`src/rtl/keyfifo_status.sv`:
```
module keyfifo_status #(
  parameter int DEPTH = 16,
  parameter int KEYW  = 6
) (
  input  logic            clk,
  input  logic            rst_n,
  input  logic            push_valid,
  input  logic [KEYW-1:0] push_key,
  input  logic            push_release,
  input  logic            push_repeat,
  input  logic            rd_strobe,
  input  logic            clr_on_read,
  output logic [KEYW+1:0] rd_data,
  output logic            irq_n
);
  localparam int AW = (DEPTH > 1) ? $clog2(DEPTH) : 1;
  localparam int CW = $clog2(DEPTH + 1);
  localparam int EW = KEYW + 2;
  localparam logic [KEYW-1:0] KEY_TOP  = {KEYW{1'b1}};
  localparam logic [KEYW-1:0] KEY_NEXT = {{(KEYW-1){1'b1}}, 1'b0};

  logic [EW-1:0]   mem [DEPTH];
  logic [AW-1:0]   wr_ptr, rd_ptr;
  logic [CW-1:0]   count, count_nx;
  logic            ovf_q, irq_q;

  wire empty   = (count == '0);
  wire full    = (count == CW'(DEPTH));
  wire pop     = rd_strobe && !ovf_q && !empty;
  wire push_ok = push_valid && (!full || pop);
  wire more    = (count > CW'(1));

  wire [EW-1:0]   head     = mem[rd_ptr];
  wire            head_rep = head[EW-1];
  wire            head_rel = head[KEYW];
  wire [KEYW-1:0] head_key = head[KEYW-1:0];
  wire            high_key = (head_key == KEY_TOP) || (head_key == KEY_NEXT);

  assign count_nx = count + CW'(push_ok) - CW'(pop);

  always_comb begin
    if (ovf_q)         rd_data = {1'b0, 1'b1, KEY_TOP};
    else if (empty)    rd_data = {1'b0, 1'b0, KEY_TOP};
    else if (head_rep) rd_data = {1'b0, more, KEY_NEXT};
    else if (high_key) rd_data = {1'b1, head_rel, head_key};
    else               rd_data = {more, head_rel, head_key};
  end

  always_ff @(posedge clk) begin
    if (push_ok) mem[wr_ptr] <= {push_repeat, push_release, push_key};
  end

  always_ff @(posedge clk) begin
    if (!rst_n) begin
      wr_ptr <= '0;
      rd_ptr <= '0;
      count  <= '0;
      ovf_q  <= 1'b0;
      irq_q  <= 1'b0;
    end else begin
      if (push_ok) wr_ptr <= (wr_ptr == AW'(DEPTH-1)) ? '0 : wr_ptr + AW'(1);
      if (pop)     rd_ptr <= (rd_ptr == AW'(DEPTH-1)) ? '0 : rd_ptr + AW'(1);
      count <= count_nx;
      if (push_valid && !push_ok)  ovf_q <= 1'b1;
      else if (rd_strobe && ovf_q) ovf_q <= 1'b0;
      if (push_ok && empty)                irq_q <= 1'b1;
      else if (clr_on_read && rd_strobe)   irq_q <= 1'b0;
      else if (!clr_on_read && count_nx == '0) irq_q <= 1'b0;
    end
  end

  assign irq_n = ~irq_q;
endmodule


```
`config.mk`:
```
export PLATFORM = sky130hd
export DESIGN_NAME = keyfifo_status
export DESIGN_NICKNAME = d
export VERILOG_FILES = /design/src/rtl/keyfifo_status.sv
export SDC_FILE = /design/constraint.sdc
export NUM_CORES = 1
export LEC_CHECK = 0
export ABC_AREA = 0
export BUFFER_PORTS_ARGS = -buffer_cell sky130_fd_sc_hd__buf_2
export CORE_MARGIN = 3
export CORE_UTILIZATION = 35
export DETAILED_ROUTE_END_ITERATION = 16
export PLACE_DENSITY = 0.53
export SETUP_SLACK_MARGIN = 0.4
export SYNTH_ARGS = -nofsm -noshare
export SYNTH_HDL_FRONTEND = slang
export SYNTH_SLANG_ARGS = --single-unit
```
`constraint.sdc`:
```
create_clock -name clk -period 4 [get_ports clk]
set_input_delay 0.4 -clock clk [delete_from_list [all_inputs] [get_ports clk]]
set_output_delay 0.4 -clock clk [all_outputs]
set_load 0.02 [all_outputs]
```
==> results.txt, run 1 <==
----------------------------------------------------
[Yosys]
  Synthesized area per cell ... ~17 sq um
  Netlist area before placement ... between 0.006 and 0.007 sq mm
  Syn. warnings ... 0
  Flip-flop and latch count after synthesis ... 147
  Net count of the mapped netlist ... between 300 and 400
  Count of unique library cells instantiated by Yosys ... 53
  Synthesized instance count ... between 300 and 400
  Sequential fraction of the synthesis area ... 0.684

[STA]
  Clock Skews ... 0.0145 ns
  Slew headroom ... 0.275
  Total negative setup slack ... 0 ns
  Final count of pins violating max slew ... 0
  Period utilisation layout ... 0.845
  Final Hold Violating Endpoints ... 0
  RSZ-0062 raised after global routing ... false
  Top achievable clock speed ... 296 MHz
  Setup slack after layout ... a little over 0.6 ns
  Setup violators final ... 0
  Final period demand of the worst path ... between 3 and 4 ns
  Slew at the pin closest to its max-slew limit ... ~1.1 ns

[Hold path]
  WHS Endpoint ... irq_q
  Kind of path behind the tightest hold check ... input pin to flip-flop
  Number of instances on the worst hold path ... 4
  Start point of the worst hold path ... clr_on_read

[Clocking]
  Number of levels in the clock H-tree ... 4
  Clock root cell ... sky130_fd_sc_hd__clkbuf_16
  CTS Buffer Depth ... 2
  Clock tree from TritonCTS ... yes
  Clock insertion delay at the later pin of the skew report ... 0.42 ns
  # hold bufs at CTS ... 0
  Post-CTS setup buffer count ... 0
  Clock sinks ... approximately 150
  Total CTS buffers ... 17
  Count of instances resized after the clock tree is built ... 0
  CTS clock-pin slew for the worst setup and hold paths ... 0.06 ns

[Placement]
  Port-buffer cells ... 21
  Estimated wirelength of the detail-placed design ... between 8000 and 9000 microns
  GPL Wtd Cong ... 0.794
  Post-place setup slack ... between 0.7 and 0.8 ns

[Floorplanning]
  Core area ... ~0.017 sq mm
  Rows ... between 40 and 50
  Total Die Area ... ~0.019 sq mm
  DIE HEIGHT ... approximately 140 microns
  Starting density of the core ... 0.365
  Die X ... 139 microns
  Top-level I/O count ... 22

[GRT]
  Number of antenna violations at the first check in global routing ... 0
  Global-route wire length before repair ... roughly 20,000 microns
  Maximum number of pins on one net before global-route repair ... 17
  Gr ovfl total ... 0
  Number of global-route vias before repair ... 3,338
  Overall Global Routing Usage ... 0.139

[Setup path]
  Max Fanout on Critical Path ... 13
  Crit Reg-Reg Endpoint ... irq_q
  R2R Setup Slk ... ~0.75 ns
  Critical path data arrival time ... just under 3 ns
  Delay-heaviest family, CP ... multiplexers
  Startpoint-to-endpoint class of the critical path ... flip-flop to output pin
  Crit end category ... output pin
  Startpoint of the worst register-to-register path ... count[2]
  Worst path cell trace ... mux4_2 -> mux2i_1 -> mux2i_1 -> a2111o_1 -> o31ai_2 -> buf_2
  Most frequent cell on the critical path ... sky130_fd_sc_hd__mux2i_1
  Slowest stage cell on the critical path ... sky130_fd_sc_hd__dfxtp_1
  Data required time of the critical path ... 3.60 ns
  Stage delay of the slowest cell on the critical path ... just over 0.7 ns
  Buffers and inverters on the worst path ... 1
  Worst setup SP type ... flip-flop
  Count of cells along the worst register-to-register path ... 15

[Layout]
  Number of nets in the finished design ... around 420
  Fraction of layout cells with a size suffix above 1 ... 0.178
  Antenna diode count ... 0
  Layout overhead on the synthesized area ... 14.1%
  Total of fill cells in the finished design ... 1,538

[Route]
  Per-cell routed wire length ... about 20 microns
  Overall via count from detail_route ... about 3,200
  Count of TritonRoute iterations in the first routing pass ... 4
  Iteration-0 DRC count of the detailed router ... ~230
  DRC ... 0
  Routed wire length ... between 10,000 and 15,000 microns
  Number of nets with antenna violations after detailed routing ... 0
  Via-per-instance ratio ... 5.10

[Status]
  Run status ... completed

[Run]
  Number of max-cap violations ... 0

[Power and ir drop]
  Power per Cell Area ... between 500 and 600 mW/mm^2
  Leakage dissipation ... about 2.3 nW
  Largest vdd supply drop ... 328 uV

----------------------------------------------------
-- stage by stage --
step / instance area (sq um) / cells / power [W] / util / hold WS [ns]
global route: 7040 / 630 / 0.00427 / 0.416 / 0.358
CTS: 7040 / 630 / 0.00413 / 0.416 / 0.328
detailed placement: 6520 / 598 / 0.00271 / 0.385 / 0.512
global placement: 6520 / 598 / 0.00270 / 0.385 / 0.490
finish: 7040 / 630 / 0.00409 / 0.416 / 0.346
floorplan: 6170 / 360 / 0.00248 / - / 0.474
-- power breakdown --
group          leakage (nW)  internal, W  switching [W]
logic                 0.776     0.000383       0.000483
clock network         0.254     0.000836       0.000580
registers              1.31      0.00173      0.0000758
total                  2.34      0.00295        0.00114
-- layout make-up --
cell class	instances	area [sq um]	share of cell area
flip-flops and latches	147	4230	0.600
multi-input cells	184	1770	0.252
clock buffers	18	429	0.0609
well taps	220	275	0.0391
repair buffers	32	188	0.0266
clock inverters	14	96.3	0.0137
inverters	15	56.3	0.00799
-- registers in the layout, indices dropped and copies added, names as in the netlist, named ones only --
signal  flops
count       5
wr_ptr      4
ovf_q       1
rd_ptr      4
irq_q       1
mem       128
-- logic make-up after synthesis --
| kind of cell | after synthesis | synth area share |
|---|---|---|
| AND/OR/NAND/NOR | 87 | 0.0687 |
| adder cells (fa/ha/maj) | 13 | 0.0276 |
| AO/OA/AOI/OAI | 38 | 0.0456 |
| XOR/XNOR | 5 | 0.00709 |
| multiplexers | 41 | 0.138 |
| flip-flops | 147 | 0.684 |
| buffers and inverters | 29 | 0.0286 |
-- Yosys cell counts, drive strengths merged --
master   number  share of area
o2111ai       1         0.0014
a2111o        1         0.0018
nand2        27          0.016
nand3         7         0.0057
or3           1         0.0010
dfxtp        19          0.062
a22oi         4         0.0049
or2           2         0.0020
nand4         1         0.0010
a311o         2         0.0032
edfxtp      128           0.62
nor2b         7         0.0071
fa            1         0.0032
nor3b         1         0.0012
and3          4         0.0045
clkbuf        4         0.0030
mux2          1         0.0018
inv          15         0.0091
o31ai         1         0.0020
xor2          3         0.0043
o21ai         6         0.0049
and2b         1         0.0012
xnor2         2         0.0028
a21boi        5         0.0061
and2          6         0.0061
o221ai        1         0.0014
a21oi         6         0.0049
ha           12          0.024
or4           1         0.0012
a221oi        4         0.0067
nand2b        3         0.0030
o311ai        1         0.0014
buf          10          0.016
nor3          5         0.0041
a211oi        1         0.0012
nand3b        1         0.0012
a31oi         2         0.0020
nor4b         1         0.0014
mux2i        11          0.018
a21o          1         0.0012
nor2         19          0.012
mux4         29           0.12
o21bai        2         0.0024
-- worst register-to-register path: cells and delay by family, from the launching register on --
family	cells	cell delay, ns
AOI/OAI and AO/OA	5	0.79
DFF	1	0.35
adders and majority gates	3	0.79
xor gates and xnor gates	1	0.16
and+or+nand+nor	4	0.88
buffers and inverters	2	0.14
-- routing by layer --
metal	up-vias	global-route usage	part of all wire
met2	58	0.225	0.50
met1	1647	0.185	0.46
met4	0	0.0391	0.0073
li1	1496	-	-
met5	-	0	0
met3	9	0.0407	0.039
-- placed cells by master, fill, tap and decap left out, drive strengths merged, types with 2 or more instances in the layout --
cell      instances
inv              15
a21oi             6
o21bai            2
buf              32
xnor2             2
nor2b             7
nand2b            3
clkinvlp          2
o21ai             6
a311o             2
dfxtp            19
a21boi            5
ha               12
a31oi             2
mux4             29
clkinv           11
mux2i            11
and2              6
a221oi            4
nor2             19
nand3             7
and3              4
edfxtp          128
nor3              5
nand2            27
xor2              3
clkbuf           18
a22oi             4
or2               2
-- worst max-delay path by stage --
| stage | end | cells past startpoint |
|---|---|---|
| after global routing | irq_q | 14 |
| after detailed placement | irq_q | 14 |
| after global placement | irq_q | 14 |
| final | rd_data[7] | 6 |
| after CTS | rd_data[7] | 6 |
| after floorplan | irq_q | 15 |
Note: power is estimated with default switching activity, not from simulation.
==> run 2, diff against run 1 <==
clock period = 3.3 ns   (was 4 ns; I/O delays follow)
==> results.txt, run 2 (synthesis gave the netlist of run 1 again) <==
----------------------------------------------------
[Placement]
  Port-buffer cells ... 21
  Estimated wirelength of the detail-placed design ... about 9000 microns
  GPL Wtd Cong ... between 0.8 and 0.9
  Total cell area at the placement stage ... 0.00664 sq mm

[Route]
  Number of nets with antenna violations after detailed routing ... 0
  Routed wire length ... about 13,000 microns
  Via-per-instance ratio ... slightly above 5
  Overall via count from detail_route ... about 3,400
  Iteration-0 DRC count of the detailed router ... 282
  Per-cell routed wire length ... 20.5 microns
  DRC ... 0
  Count of TritonRoute iterations in the first routing pass ... 5

[STA]
  Hold slack final ... ~0.27 ns
  Period utilisation layout ... 0.855
  Clock Skews ... just over 0.01 ns
  RSZ-0062 raised after global routing ... true
  Final period demand of the worst path ... about 2.8 ns
  Final count of pins violating max slew ... 0
  Top achievable clock speed ... around 350 MHz
  Setup violators final ... 0
  Slew at the pin closest to its max-slew limit ... 0.457 ns
  Slew headroom ... 0.694
  Final Hold Violating Endpoints ... 0
  Total negative setup slack ... 0 ns

[GRT]
  Global-route wire length before repair ... just over 20,000 microns
  Gr ovfl total ... 0
  Overall Global Routing Usage ... 0.146
  Number of antenna violations at the first check in global routing ... 0
  Number of global-route vias before repair ... 3,521
  Maximum number of pins on one net before global-route repair ... 17

[Status]
  Run status ... completed

[Setup path]
  Critical path launch point ... count[2]
  R2R Setup Slk ... around 0.48 ns
  Startpoint of the worst register-to-register path ... count[2]
  Max Fanout on Critical Path ... 3
  Stage delay of the slowest cell on the critical path ... between 0.3 and 0.4 ns
  Crit Reg-Reg Endpoint ... irq_q
  Count of cells along the worst register-to-register path ... 15
  Startpoint-to-endpoint class of the critical path ... flip-flop to flip-flop
  Slowest stage cell on the critical path ... sky130_fd_sc_hd__fa_1
  Critical path data arrival time ... about 3.1 ns
  Crit end category ... flip-flop
  Data required time of the critical path ... roughly 3.6 ns
  Critical path capture point ... irq_q
  Worst setup SP type ... flip-flop
  Worst path cell trace ... inv_1 -> ha_1 -> nor4b_2 -> nor2_1 -> nand2_2 -> nor2_2 -> a21o_1 -> ha_1 -> inv_1 -> fa_1 -> xor2_1 -> nor3_1 -> nand2_1 -> o311ai_2 -> a21boi_0

[Floorplanning]
  Starting density of the core ... 0.365
  Core area ... between 0.015 and 0.02 sq mm
  Total Die Area ... around 0.019 sq mm
  Die X ... approximately 140 microns
  Top-level I/O count ... 22
  DIE HEIGHT ... between 100 and 150 microns
  Rows ... between 40 and 50

[Clocking]
  Clock insertion delay at the later pin of the skew report ... between 0.4 and 0.5 ns
  Clock sinks ... approximately 150
  Clock tree from TritonCTS ... yes
  CTS Buffer Depth ... 2
  Total CTS buffers ... 17
  CTS clock-pin slew for the worst setup and hold paths ... around 0.060 ns
  Clock root cell ... sky130_fd_sc_hd__clkbuf_16
  Number of levels in the clock H-tree ... 4

[Run]
  Number of max-cap violations ... 0

[Power and ir drop]
  Overall power ... ~0.0053 W
  Power per Cell Area ... between 700 and 800 mW/mm^2
  Leakage dissipation ... 2.50 nW
  Largest vdd supply drop ... 405 uV

[Layout]
  Number of nets in the finished design ... between 400 and 500
  Post-layout instance area ... between 0.007 and 0.008 sq mm
  Leading cell type in the layout, fill and taps excluded ... sky130_fd_sc_hd__edfxtp_1
  Flip-flop count of the largest register, all copies and words added ... 128
  Antenna diode count ... 0
  Core utilization of the finished layout ... 0.436
  Top library cells by usage in the layout, fill and taps aside ... sky130_fd_sc_hd__edfxtp_1, sky130_fd_sc_hd__buf_4, sky130_fd_sc_hd__nand2_1
  Layout overhead on the synthesized area ... 19.5%
  Registers with the most flip-flops ... mem (128), count (5)
  Total of fill cells in the finished design ... between 1,000 and 1,500
  Register with the highest flop count ... mem
  Fraction of layout cells with a size suffix above 1 ... 0.263

[Hold path]
  Number of instances on the worst hold path ... 4
  Kind of path behind the tightest hold check ... input pin to flip-flop

----------------------------------------------------
run 2: cell types whose count changed in the layout (fill, tap and decap cells not counted), sizes merged:
cell	previous run	this run
bufinv	1	3
buf	32	56
clkbuf	18	19
clkinv	11	8
run 2: area by class of cell:
type,count,area (sq um),area share
well taps,220,275,0.0373
clock buffers,19,433,0.0587
clock inverters,13,141,0.0192
flip-flops and latches,147,4240,0.575
repair buffers,56,403,0.0546
inverters,15,56.3,0.00763
multi-input cells,184,1830,0.248
run 2: how the worst min path moves through the flow:
stage                      startpoint         to  slack, ns
after floorplan           push_key[0]  mem[0][0]       0.43
after global placement          irq_q      irq_q       0.49
after detailed placement        irq_q      irq_q       0.52
after CTS                 clr_on_read      irq_q       0.24
after global routing      clr_on_read      irq_q       0.27
final                     clr_on_read      irq_q       0.27
run 2: through the flow:
stage / cells / worst slack, ns
detailed placement: 613 / 0.286
finish: 654 / 0.480
floorplan: 360 / 0.455
global placement: 613 / 0.456
global route: 654 / 0.262
CTS: 647 / 0.369
run 2: where the power goes:
part	leakage (nW)	total, W	internal [W]	switching, W
Clock	0.279	0.00188	0.00117	0.000706
Combinational	0.908	0.00128	0.000597	0.000683
Sequential	1.31	0.00216	0.00210	0.0000627
run 2: worst max-delay path: cells and delay by family (launching register included):
family,cells,cell delay (ns)
flops,1,0.33
buf+inv,2,0.13
simple gates,6,0.82
compound gates,3,0.46
fa+ha+maj,3,0.78
xor+xnor,1,0.17
run 2: what timing repair did:
item                       4_1_cts  5_1_grt
resized for setup               12       13
setup endpoints to repair        9        9
hold buffers                     0        0
buffers inserted                 2        7
pin swaps                        1        5
hold endpoints to repair         0        0
run 2: metal layers:
metal	global-route usage	up-vias	wire, microns
met5	0	-	0
met4	0.0376	0	138
met3	0.0452	14	931
met2	0.238	96	6630
met1	0.192	1700	5710
li1	-	1542	-
